`config.mk`:
```
export PLATFORM = sky130hd
export DESIGN_NAME = bus_initiator
export DESIGN_NICKNAME = d
export VERILOG_FILES = /design/src/rtl/bi_pkg.sv /design/src/rtl/bi_addr_track.sv /design/src/rtl/bi_wr_stage.sv /design/src/rtl/bi_devsel_watch.sv /design/src/rtl/bus_initiator.sv
export SDC_FILE = /design/constraint.sdc
export NUM_CORES = 1
export LEC_CHECK = 0
export CAP_MARGIN = 20
export CORE_ASPECT_RATIO = 1.2
export CORE_MARGIN = 5
export CORE_UTILIZATION = 25
export DETAILED_ROUTE_END_ITERATION = 7
export SETUP_SLACK_MARGIN = 0.15
export SKIP_LAST_GASP = 1
export SYNTH_ARGS = -nofsm -noshare
export SYNTH_HDL_FRONTEND = slang
export SYNTH_HIERARCHICAL = 1
export SYNTH_SLANG_ARGS = --single-unit
```
`constraint.sdc`:
```
create_clock -name clk -period 3.71 [get_ports clk]
set_input_delay 0.5565 -clock clk [delete_from_list [all_inputs] [get_ports clk]]
set_output_delay 0.5565 -clock clk [all_outputs]
set_load 0.1 [all_outputs]
```
`src/rtl/bi_pkg.sv`:
```
package bi_pkg;
  typedef enum logic [2:0] {
    S_IDLE,
    S_ARB,
    S_ADR_LO,
    S_ADR_HI,
    S_DATA,
    S_TURN
  } bi_state_e;

  localparam logic [3:0] CMD_RD   = 4'b0110;
  localparam logic [3:0] CMD_WR   = 4'b0111;
  localparam logic [3:0] CMD_DUAL = 4'b1101;
  localparam logic [3:0] BE_ALL   = 4'b0000;
endpackage

```
`src/rtl/bi_addr_track.sv`:
```
module bi_addr_track #(
  parameter int AW = 64,
  parameter int CW = 8,
  parameter int INC = 4
) (
  input  logic          clk,
  input  logic          rst,
  input  logic          load,
  input  logic [AW-1:0] load_addr,
  input  logic [CW-1:0] load_cnt,
  input  logic          step,
  output logic [AW-1:0] cur_addr,
  output logic [CW-1:0] rem
);
  localparam logic [AW-1:0] STEP_A = AW'(INC);
  localparam logic [CW-1:0] ONE_C  = CW'(1);

  always_ff @(posedge clk) begin
    if (rst) begin
      cur_addr <= '0;
      rem      <= '0;
    end else if (load) begin
      cur_addr <= load_addr;
      rem      <= load_cnt;
    end else if (step) begin
      cur_addr <= cur_addr + STEP_A;
      rem      <= rem - ONE_C;
    end
  end

  // each moved word advances the address by one word
  a_r10_addr_step: assert property (@(posedge clk) disable iff (rst)
    (step && !load) |=> (cur_addr == $past(cur_addr) + STEP_A));
endmodule

```
`src/rtl/bi_wr_stage.sv`:
```
module bi_wr_stage #(
  parameter int DW = 32,
  parameter int CW = 8
) (
  input  logic          clk,
  input  logic          rst,
  input  logic          load,
  input  logic [CW-1:0] load_cnt,
  input  logic          active,
  input  logic          is_write,
  input  logic          take,
  input  logic          src_valid,
  input  logic [DW-1:0] src_data,
  output logic          pop,
  output logic          have,
  output logic [DW-1:0] word
);
  logic [CW-1:0] left_q;

  assign pop = active && is_write && src_valid && (left_q != '0) && (!have || take);

  always_ff @(posedge clk) begin
    if (rst) begin
      left_q <= '0;
      have   <= 1'b0;
      word   <= '0;
    end else if (load) begin
      left_q <= load_cnt;
      have   <= 1'b0;
    end else if (!active) begin
      have   <= 1'b0;
    end else if (pop) begin
      word   <= src_data;
      left_q <= left_q - CW'(1);
      have   <= 1'b1;
    end else if (take) begin
      have   <= 1'b0;
    end
  end

  // a held word stays put until the bus takes it
  a_r5_hold_word: assert property (@(posedge clk) disable iff (rst)
    (have && !take && active && !load) |=> (have && $stable(word)));
endmodule

```
`src/rtl/bi_devsel_watch.sv`:
```
module bi_devsel_watch #(
  parameter int LIMIT = 5
) (
  input  logic clk,
  input  logic rst,
  input  logic clear,
  input  logic active,
  input  logic devsel,
  output logic timeout
);
  localparam int TW = (LIMIT < 2) ? 1 : $clog2(LIMIT + 1);
  localparam logic [TW-1:0] LAST = TW'(LIMIT - 1);

  logic [TW-1:0] cnt_q;
  logic          seen_q;

  assign timeout = active && !seen_q && !devsel && (cnt_q == LAST);

  always_ff @(posedge clk) begin
    if (rst || clear) begin
      cnt_q  <= '0;
      seen_q <= 1'b0;
    end else if (active) begin
      if (devsel)       seen_q <= 1'b1;
      else if (!seen_q) cnt_q  <= cnt_q + TW'(1);
    end
  end

  // a claim in this transaction rules out a later abort
  a_r8_claim_blocks: assert property (@(posedge clk) disable iff (rst)
    (active && devsel && !clear) |=> !timeout);
endmodule

```
`src/rtl/bus_initiator.sv`:
```
module bus_initiator
  import bi_pkg::*;
#(
  parameter int DW = 32,
  parameter int CW = 8,
  parameter int DEVSEL_WAIT = 5
) (
  input  logic            clk,
  input  logic            rst,
  input  logic            start,
  input  logic [2*DW-1:0] start_addr,
  input  logic [CW-1:0]   start_count,
  input  logic            start_write,
  output logic            ready,
  output logic            done,
  output logic            err,
  input  logic            wr_valid,
  input  logic [DW-1:0]   wr_data,
  output logic            wr_pop,
  output logic            rd_valid,
  output logic [DW-1:0]   rd_data,
  output logic            bus_req,
  input  logic            bus_gnt,
  output logic            bus_frame,
  output logic            bus_irdy,
  output logic            ad_oe,
  output logic [DW-1:0]   ad_out,
  output logic [3:0]      cbe_out,
  input  logic [DW-1:0]   ad_in,
  input  logic            tgt_trdy,
  input  logic            tgt_stop,
  input  logic            tgt_devsel
);
  localparam int AW = 2 * DW;
  localparam int BYTES = DW / 8;

  bi_state_e     st;
  logic          dir_q, aborted_q, done_q, err_q, rd_valid_q;
  logic [DW-1:0] rd_q;
  logic [AW-1:0] cur_addr;
  logic [CW-1:0] rem;
  logic          have;
  logic [DW-1:0] word;
  logic          timeout;
  logic          accept, irdy_c, xfer, stop_ev, last_word, upper_nz;
  logic [3:0]    cmd;

  assign accept    = (st == S_IDLE) && start && (start_count != '0);
  assign irdy_c    = (st == S_DATA) && (dir_q ? have : 1'b1);
  assign xfer      = irdy_c && tgt_trdy && tgt_devsel;
  assign stop_ev   = (st == S_DATA) && tgt_stop && tgt_devsel;
  assign last_word = (rem == CW'(1));
  assign upper_nz  = |cur_addr[AW-1:DW];
  assign cmd       = dir_q ? CMD_WR : CMD_RD;

  bi_addr_track #(.AW(AW), .CW(CW), .INC(BYTES)) u_track (
    .clk(clk), .rst(rst), .load(accept), .load_addr(start_addr),
    .load_cnt(start_count), .step(xfer), .cur_addr(cur_addr), .rem(rem)
  );

  bi_wr_stage #(.DW(DW), .CW(CW)) u_wr (
    .clk(clk), .rst(rst), .load(accept), .load_cnt(start_count),
    .active(st != S_IDLE), .is_write(dir_q), .take(xfer && dir_q),
    .src_valid(wr_valid), .src_data(wr_data), .pop(wr_pop),
    .have(have), .word(word)
  );

  bi_devsel_watch #(.LIMIT(DEVSEL_WAIT)) u_watch (
    .clk(clk), .rst(rst), .clear(st == S_ADR_LO), .active(st == S_DATA),
    .devsel(tgt_devsel), .timeout(timeout)
  );

  always_ff @(posedge clk) begin
    if (rst) begin
      st         <= S_IDLE;
      dir_q      <= 1'b0;
      aborted_q  <= 1'b0;
      done_q     <= 1'b0;
      err_q      <= 1'b0;
      rd_valid_q <= 1'b0;
      rd_q       <= '0;
    end else begin
      done_q     <= 1'b0;
      err_q      <= 1'b0;
      rd_valid_q <= 1'b0;
      if (xfer && !dir_q) begin
        rd_q       <= ad_in;
        rd_valid_q <= 1'b1;
      end
      unique case (st)
        S_IDLE: if (accept) begin
          dir_q     <= start_write;
          aborted_q <= 1'b0;
          st        <= S_ARB;
        end
        S_ARB:    if (bus_gnt) st <= S_ADR_LO;
        S_ADR_LO: st <= upper_nz ? S_ADR_HI : S_DATA;
        S_ADR_HI: st <= S_DATA;
        S_DATA: begin
          if (timeout) begin
            aborted_q <= 1'b1;
            st        <= S_TURN;
          end else if ((xfer && last_word) || stop_ev) begin
            st <= S_TURN;
          end
        end
        S_TURN: begin
          if (aborted_q || rem == '0) begin
            st     <= S_IDLE;
            done_q <= 1'b1;
            err_q  <= aborted_q;
          end else begin
            st <= S_ARB;
          end
        end
        default: st <= S_IDLE;
      endcase
    end
  end

  assign ready     = (st == S_IDLE);
  assign done      = done_q;
  assign err       = err_q;
  assign rd_valid  = rd_valid_q;
  assign rd_data   = rd_q;
  assign bus_req   = (st == S_ARB) || ((st == S_TURN) && (rem != '0) && !aborted_q);
  assign bus_irdy  = irdy_c;
  assign bus_frame = (st == S_ADR_LO) || (st == S_ADR_HI) ||
                     ((st == S_DATA) && !(last_word && irdy_c));
  assign ad_oe     = (st == S_ADR_LO) || (st == S_ADR_HI) || ((st == S_DATA) && dir_q);

  always_comb begin
    unique case (st)
      S_ADR_LO: begin
        ad_out  = cur_addr[DW-1:0];
        cbe_out = upper_nz ? CMD_DUAL : cmd;
      end
      S_ADR_HI: begin
        ad_out  = cur_addr[AW-1:DW];
        cbe_out = cmd;
      end
      default: begin
        ad_out  = word;
        cbe_out = BE_ALL;
      end
    endcase
  end

  // a sampled grant opens the transaction and drops the request
  a_r2_grant_opens: assert property (@(posedge clk) disable iff (rst)
    (st == S_ARB && bus_gnt) |=> (bus_frame && ad_oe && !bus_req));

  // a dual-address first phase is followed by a second address phase
  a_r3_dual_second: assert property (@(posedge clk) disable iff (rst)
    (bus_frame && ad_oe && cbe_out == CMD_DUAL) |=> (bus_frame && ad_oe && cbe_out != CMD_DUAL));

  // once frame drops in a data phase it stays low with irdy held
  a_r6_frame_stays_low: assert property (@(posedge clk) disable iff (rst)
    (bus_irdy && !bus_frame && !xfer && !stop_ev && !timeout) |=> (bus_irdy && !bus_frame));

  // a stop leaves the bus idle and keeps asking while words remain
  a_r7_stop_rearb: assert property (@(posedge clk) disable iff (rst)
    (stop_ev && !(xfer && last_word)) |=> (bus_req && !bus_frame && !bus_irdy && !ad_oe));

  // an abort reports done together with err after one idle cycle
  a_r8_abort_report: assert property (@(posedge clk) disable iff (rst)
    timeout |=> ##1 (done && err));

  // final word, idle turnaround, then completion
  a_r9_turnaround: assert property (@(posedge clk) disable iff (rst)
    (xfer && !bus_frame) |=> (!bus_frame && !bus_irdy && !ad_oe) ##1 (done && ready));
endmodule

```
==> out/qor.csv <==
stage,metric,value,unit
route,wl_per_cell,19.7,µm
worst_setup_path,critPathSlowestCell,dfxtp_1,
final_layout,drive_above_1_share,10.1,%
run_status,status,"finished, final reports clean",
timing,setup_ws,0.498,ns
worst_setup_path,reg2reg_depth,8,
route,met2_length,16200,µm
floorplanning,fp-row-count,75,
clock_network,clkTransAtPathRegs,0.07,ns
final_layout,mostFrequentLayoutCell,clkdlybuf4s50_1,
yosys,synth_area_leaders,"dfxtp_1, mux2i_1, nor2_1, nand4_1, o31ai_1",
flow_run,cap_violations,0,
clock_network,insertion_delay,0.44,ns
timing,worst_slew_pin_slew,1.03,ns
yosys,synth_simple_gate_area_share,27.8,%
yosys,synth-adder-area-share,0.854,%
worst_setup_path,crit_family,simple AND/OR/NAND/NOR gates,
yosys,syn_area_per_cell,8.24,µm²
worst_setup_path,worstSetupPathType,reg -> out,
final_layout,regArea,3140,µm²
yosys,async_flop_share,0,%
route,initialDrtViolationCount,786,
final_layout,antenna_cells,0,
route,wirelength,34000,µm
worst_setup_path,cp_cell_sequence,nand2_1 > inv_2 > and4_4 > and2_1 > nand2b_1 > nand3_1 > nor2_1 > buf_12,
timing,slew-limit-headroom,31.4,%
yosys,synth.mux.area_fraction,8.74,%
worst_setup_path,cp_max_fo,12,
timing,hold_viol_final,0,
power_and_ir_drop,power,6.15,mW
route,dr.pass1.iters,6,
route,wl_met3,2070,µm
floorplanning,fp.dieH,215,µm
global_routing,grt_pass1_wl,52500,µm
timing,whs,0.473,ns
power_and_ir_drop,power_density,517,nW/µm²
global_routing,grt_usage,16.8,%
timing,skew,0.0159,ns
route,drcViolationCount,0,
worst_setup_path,crit_path_end_kind,output pin,
placement,place_ws,0.596,ns
worst_setup_path,r2r-start,st[2],
clock_network,htreeDepth,4,
worst_hold_path,hp-class,reg -> reg,
floorplanning,die_w,181,µm
worst_hold_path,hp-start,u_wr/word[19],
placement,dp_hpwl,25700,µm
yosys,netlist_instances,1067,
yosys,netlist_area,8790,µm²
clock_network,hold_buffers,0,
clock_network,clockBufferDepth,2,
clock_network,cts.sinks,157,
timing,finalCriticalPeriod,3.21,ns
timing,fin_crit_sh,86.6,%
worst_setup_path,worst-path-buf-inv,2,
clock_network,cts_tree,built,
yosys,ys.warnings.count,6,
power_and_ir_drop,ir_drop,0.271,mV
final_layout,multi_input_area,5180,µm²
route,ant_nets,0,
placement,io_buffers,221,
timing,rsz0062_at_grt,false,
final_layout,nets,1401,
floorplanning,initial_core_util,25.2,%
clock_network,post_cts_resized,0,
worst_setup_path,arrival,2.66,ns
floorplanning,die_area,39000,µm²
yosys,synth_xor_area_share,4.08,%
timing,fmax,311,MHz
yosys,yosysTopAreaCell,dfxtp_1,
final_layout,syn_to_final_growth,35.5,%
timing,setup_violations,0,
route,viasPerCell,5.26,
route,vias,9079,
global_routing,grt_remaining_overflow,0,
worst_hold_path,hold_depth,2,
route,highest_layer,met5,
worst_setup_path,critPathMaxStageDelay,0.55,ns
worst_setup_path,critPathLaunchType,flop,
power_and_ir_drop,p_leak,3.96,nW
yosys,ys_ff_latch,157,
worst_hold_path,holdPathEnd,u_wr/word[19],
yosys,synth_top_area_share,35.7,%
yosys,ys_types,71,
yosys,synth_edf_count,0,
yosys,synth_top_family_by_area,simple AND/OR/NAND/NOR gates,
worst_setup_path,r2r_end,u_track/cur_addr[50],
clock_network,cts_buffers,17,
clock_network,cts_setup_buffers,0,
final_layout,layout_common_cells,"clkdlybuf4s50_1, dfxtp_1, nor2_1, nand2_1, mux2i_1",
yosys,synth_compound_area_share,17.4,%
worst_setup_path,required,3.15,ns
yosys,ys_seq_area_share,35.7,%
global_routing,grt_max_degree,57,
yosys,syn_nets,1218,
final_layout,nFillCells,3653,
placement,gp_congestion,0.918,
timing,slew_violations,0,
global_routing,grt_pass1_vias,8921,
route,wl_met1,14800,µm
yosys,ys.flop_type,dfxtp_1,
clock_network,root_buffer,clkbuf_16,
worst_setup_path,regToRegSetupSlack,0.84,ns
timing,fin_setup_tns,0,ns
floorplanning,io_pins,222,
floorplanning,coreArea,34900,µm²
global_routing,antenna_found_initial,1,
power by group:
part,internal (mW),switching (mW),leakage [nW]
Sequential,1.89,0.367,1.28
Clock,1.03,0.764,0.287
Combinational,0.707,1.39,2.39
Total,3.63,2.52,3.96
worst register-to-register path, delay by kind of cell, from the launching register on:
kind            cells  cell delay (ns)
flops               1             0.55
simple gates        6             1.84
compound gates      1             0.26
buf+inv             1             0.15
area by class of cell:
type	count	area share (%)
clock buffer	20	3.83
timing repair buffer	242	19.4
multi-input combinational	806	43.5
tap	462	4.85
inverter	26	0.819
clock inverter	12	1.16
sequential	157	26.4
how the worst max path moves through the flow:
stage | start | endpoint | slack [ns] | cells after the start
after CTS | st[1] | cbe_out[3] | 0.52 | 5
after floorplan | st[1] | ad_out[10] | 0.14 | 3
after global placement | start_count[0] | u_track/cur_addr[54] | 0.67 | 9
after global routing | st[2] | wr_pop | 0.29 | 8
after detailed placement | tgt_devsel | u_track/cur_addr[52] | 0.60 | 7
final | st[2] | wr_pop | 0.50 | 8
metrics by stage:
stage	std cells	area, µm²	utilization, %
6_report	1725	11900	34.1
5_1_grt	1725	11900	34.1
4_1_cts	1725	11900	34.1
3_5_place_dp	1693	11300	32.4
3_3_place_gp	1693	11300	32.4
2_1_floorplan	1067	8800	-
layer usage:
metal  vias up  GRT usage [%]
met5         -              0
met4         2           5.48
met3        52           2.81
met2       394           27.9
met1      4303           22.1
li1       4328              -
synth_stat cells (4+ instances only):
| cell type | n |
|---|---|
| o31ai_1 | 49 |
| nor3b_1 | 11 |
| and2_1 | 7 |
| nand2_1 | 79 |
| xor2_1 | 19 |
| a311oi_1 | 27 |
| clkbuf_1 | 55 |
| mux2i_1 | 73 |
| inv_1 | 23 |
| a21oi_1 | 62 |
| buf_1 | 4 |
| and3_1 | 16 |
| nand4_1 | 62 |
| nor2_1 | 127 |
| or3_1 | 13 |
| a211oi_1 | 24 |
| nand3_1 | 32 |
| nor3_1 | 15 |
| nor4_1 | 26 |
| buf_2 | 13 |
| ha_1 | 6 |
| nand2b_1 | 7 |
| or4_1 | 21 |
| xnor2_1 | 22 |
| o21ai_0 | 43 |
| o21a_1 | 6 |
| dfxtp_1 | 157 |
| and4_1 | 4 |
sequential cells by signal, summed over array words and instances (netlist names):
| signal | cells |
|---|---|
| dir_q | 1 |
| rd_valid | 1 |
| u_wr/left_q | 8 |
| u_watch/cnt_q | 3 |
| u_wr/word | 32 |
| err | 1 |
| done | 1 |
| u_track/cur_addr | 64 |
| st | 3 |
| aborted_q | 1 |
| rd_data | 32 |
| u_track/rem | 8 |
| u_wr/have | 1 |
| u_watch/seen_q | 1 |
logic make-up after synthesis:
group / after synthesis
and+or+nand+nor: 452
AOI/OAI and AO/OA: 231
DFF: 157
buffers and inverters: 104
muxes: 76
xor gates and xnor gates: 41
adders and majority gates: 6
Note: power is estimated with default switching activity, not from simulation.
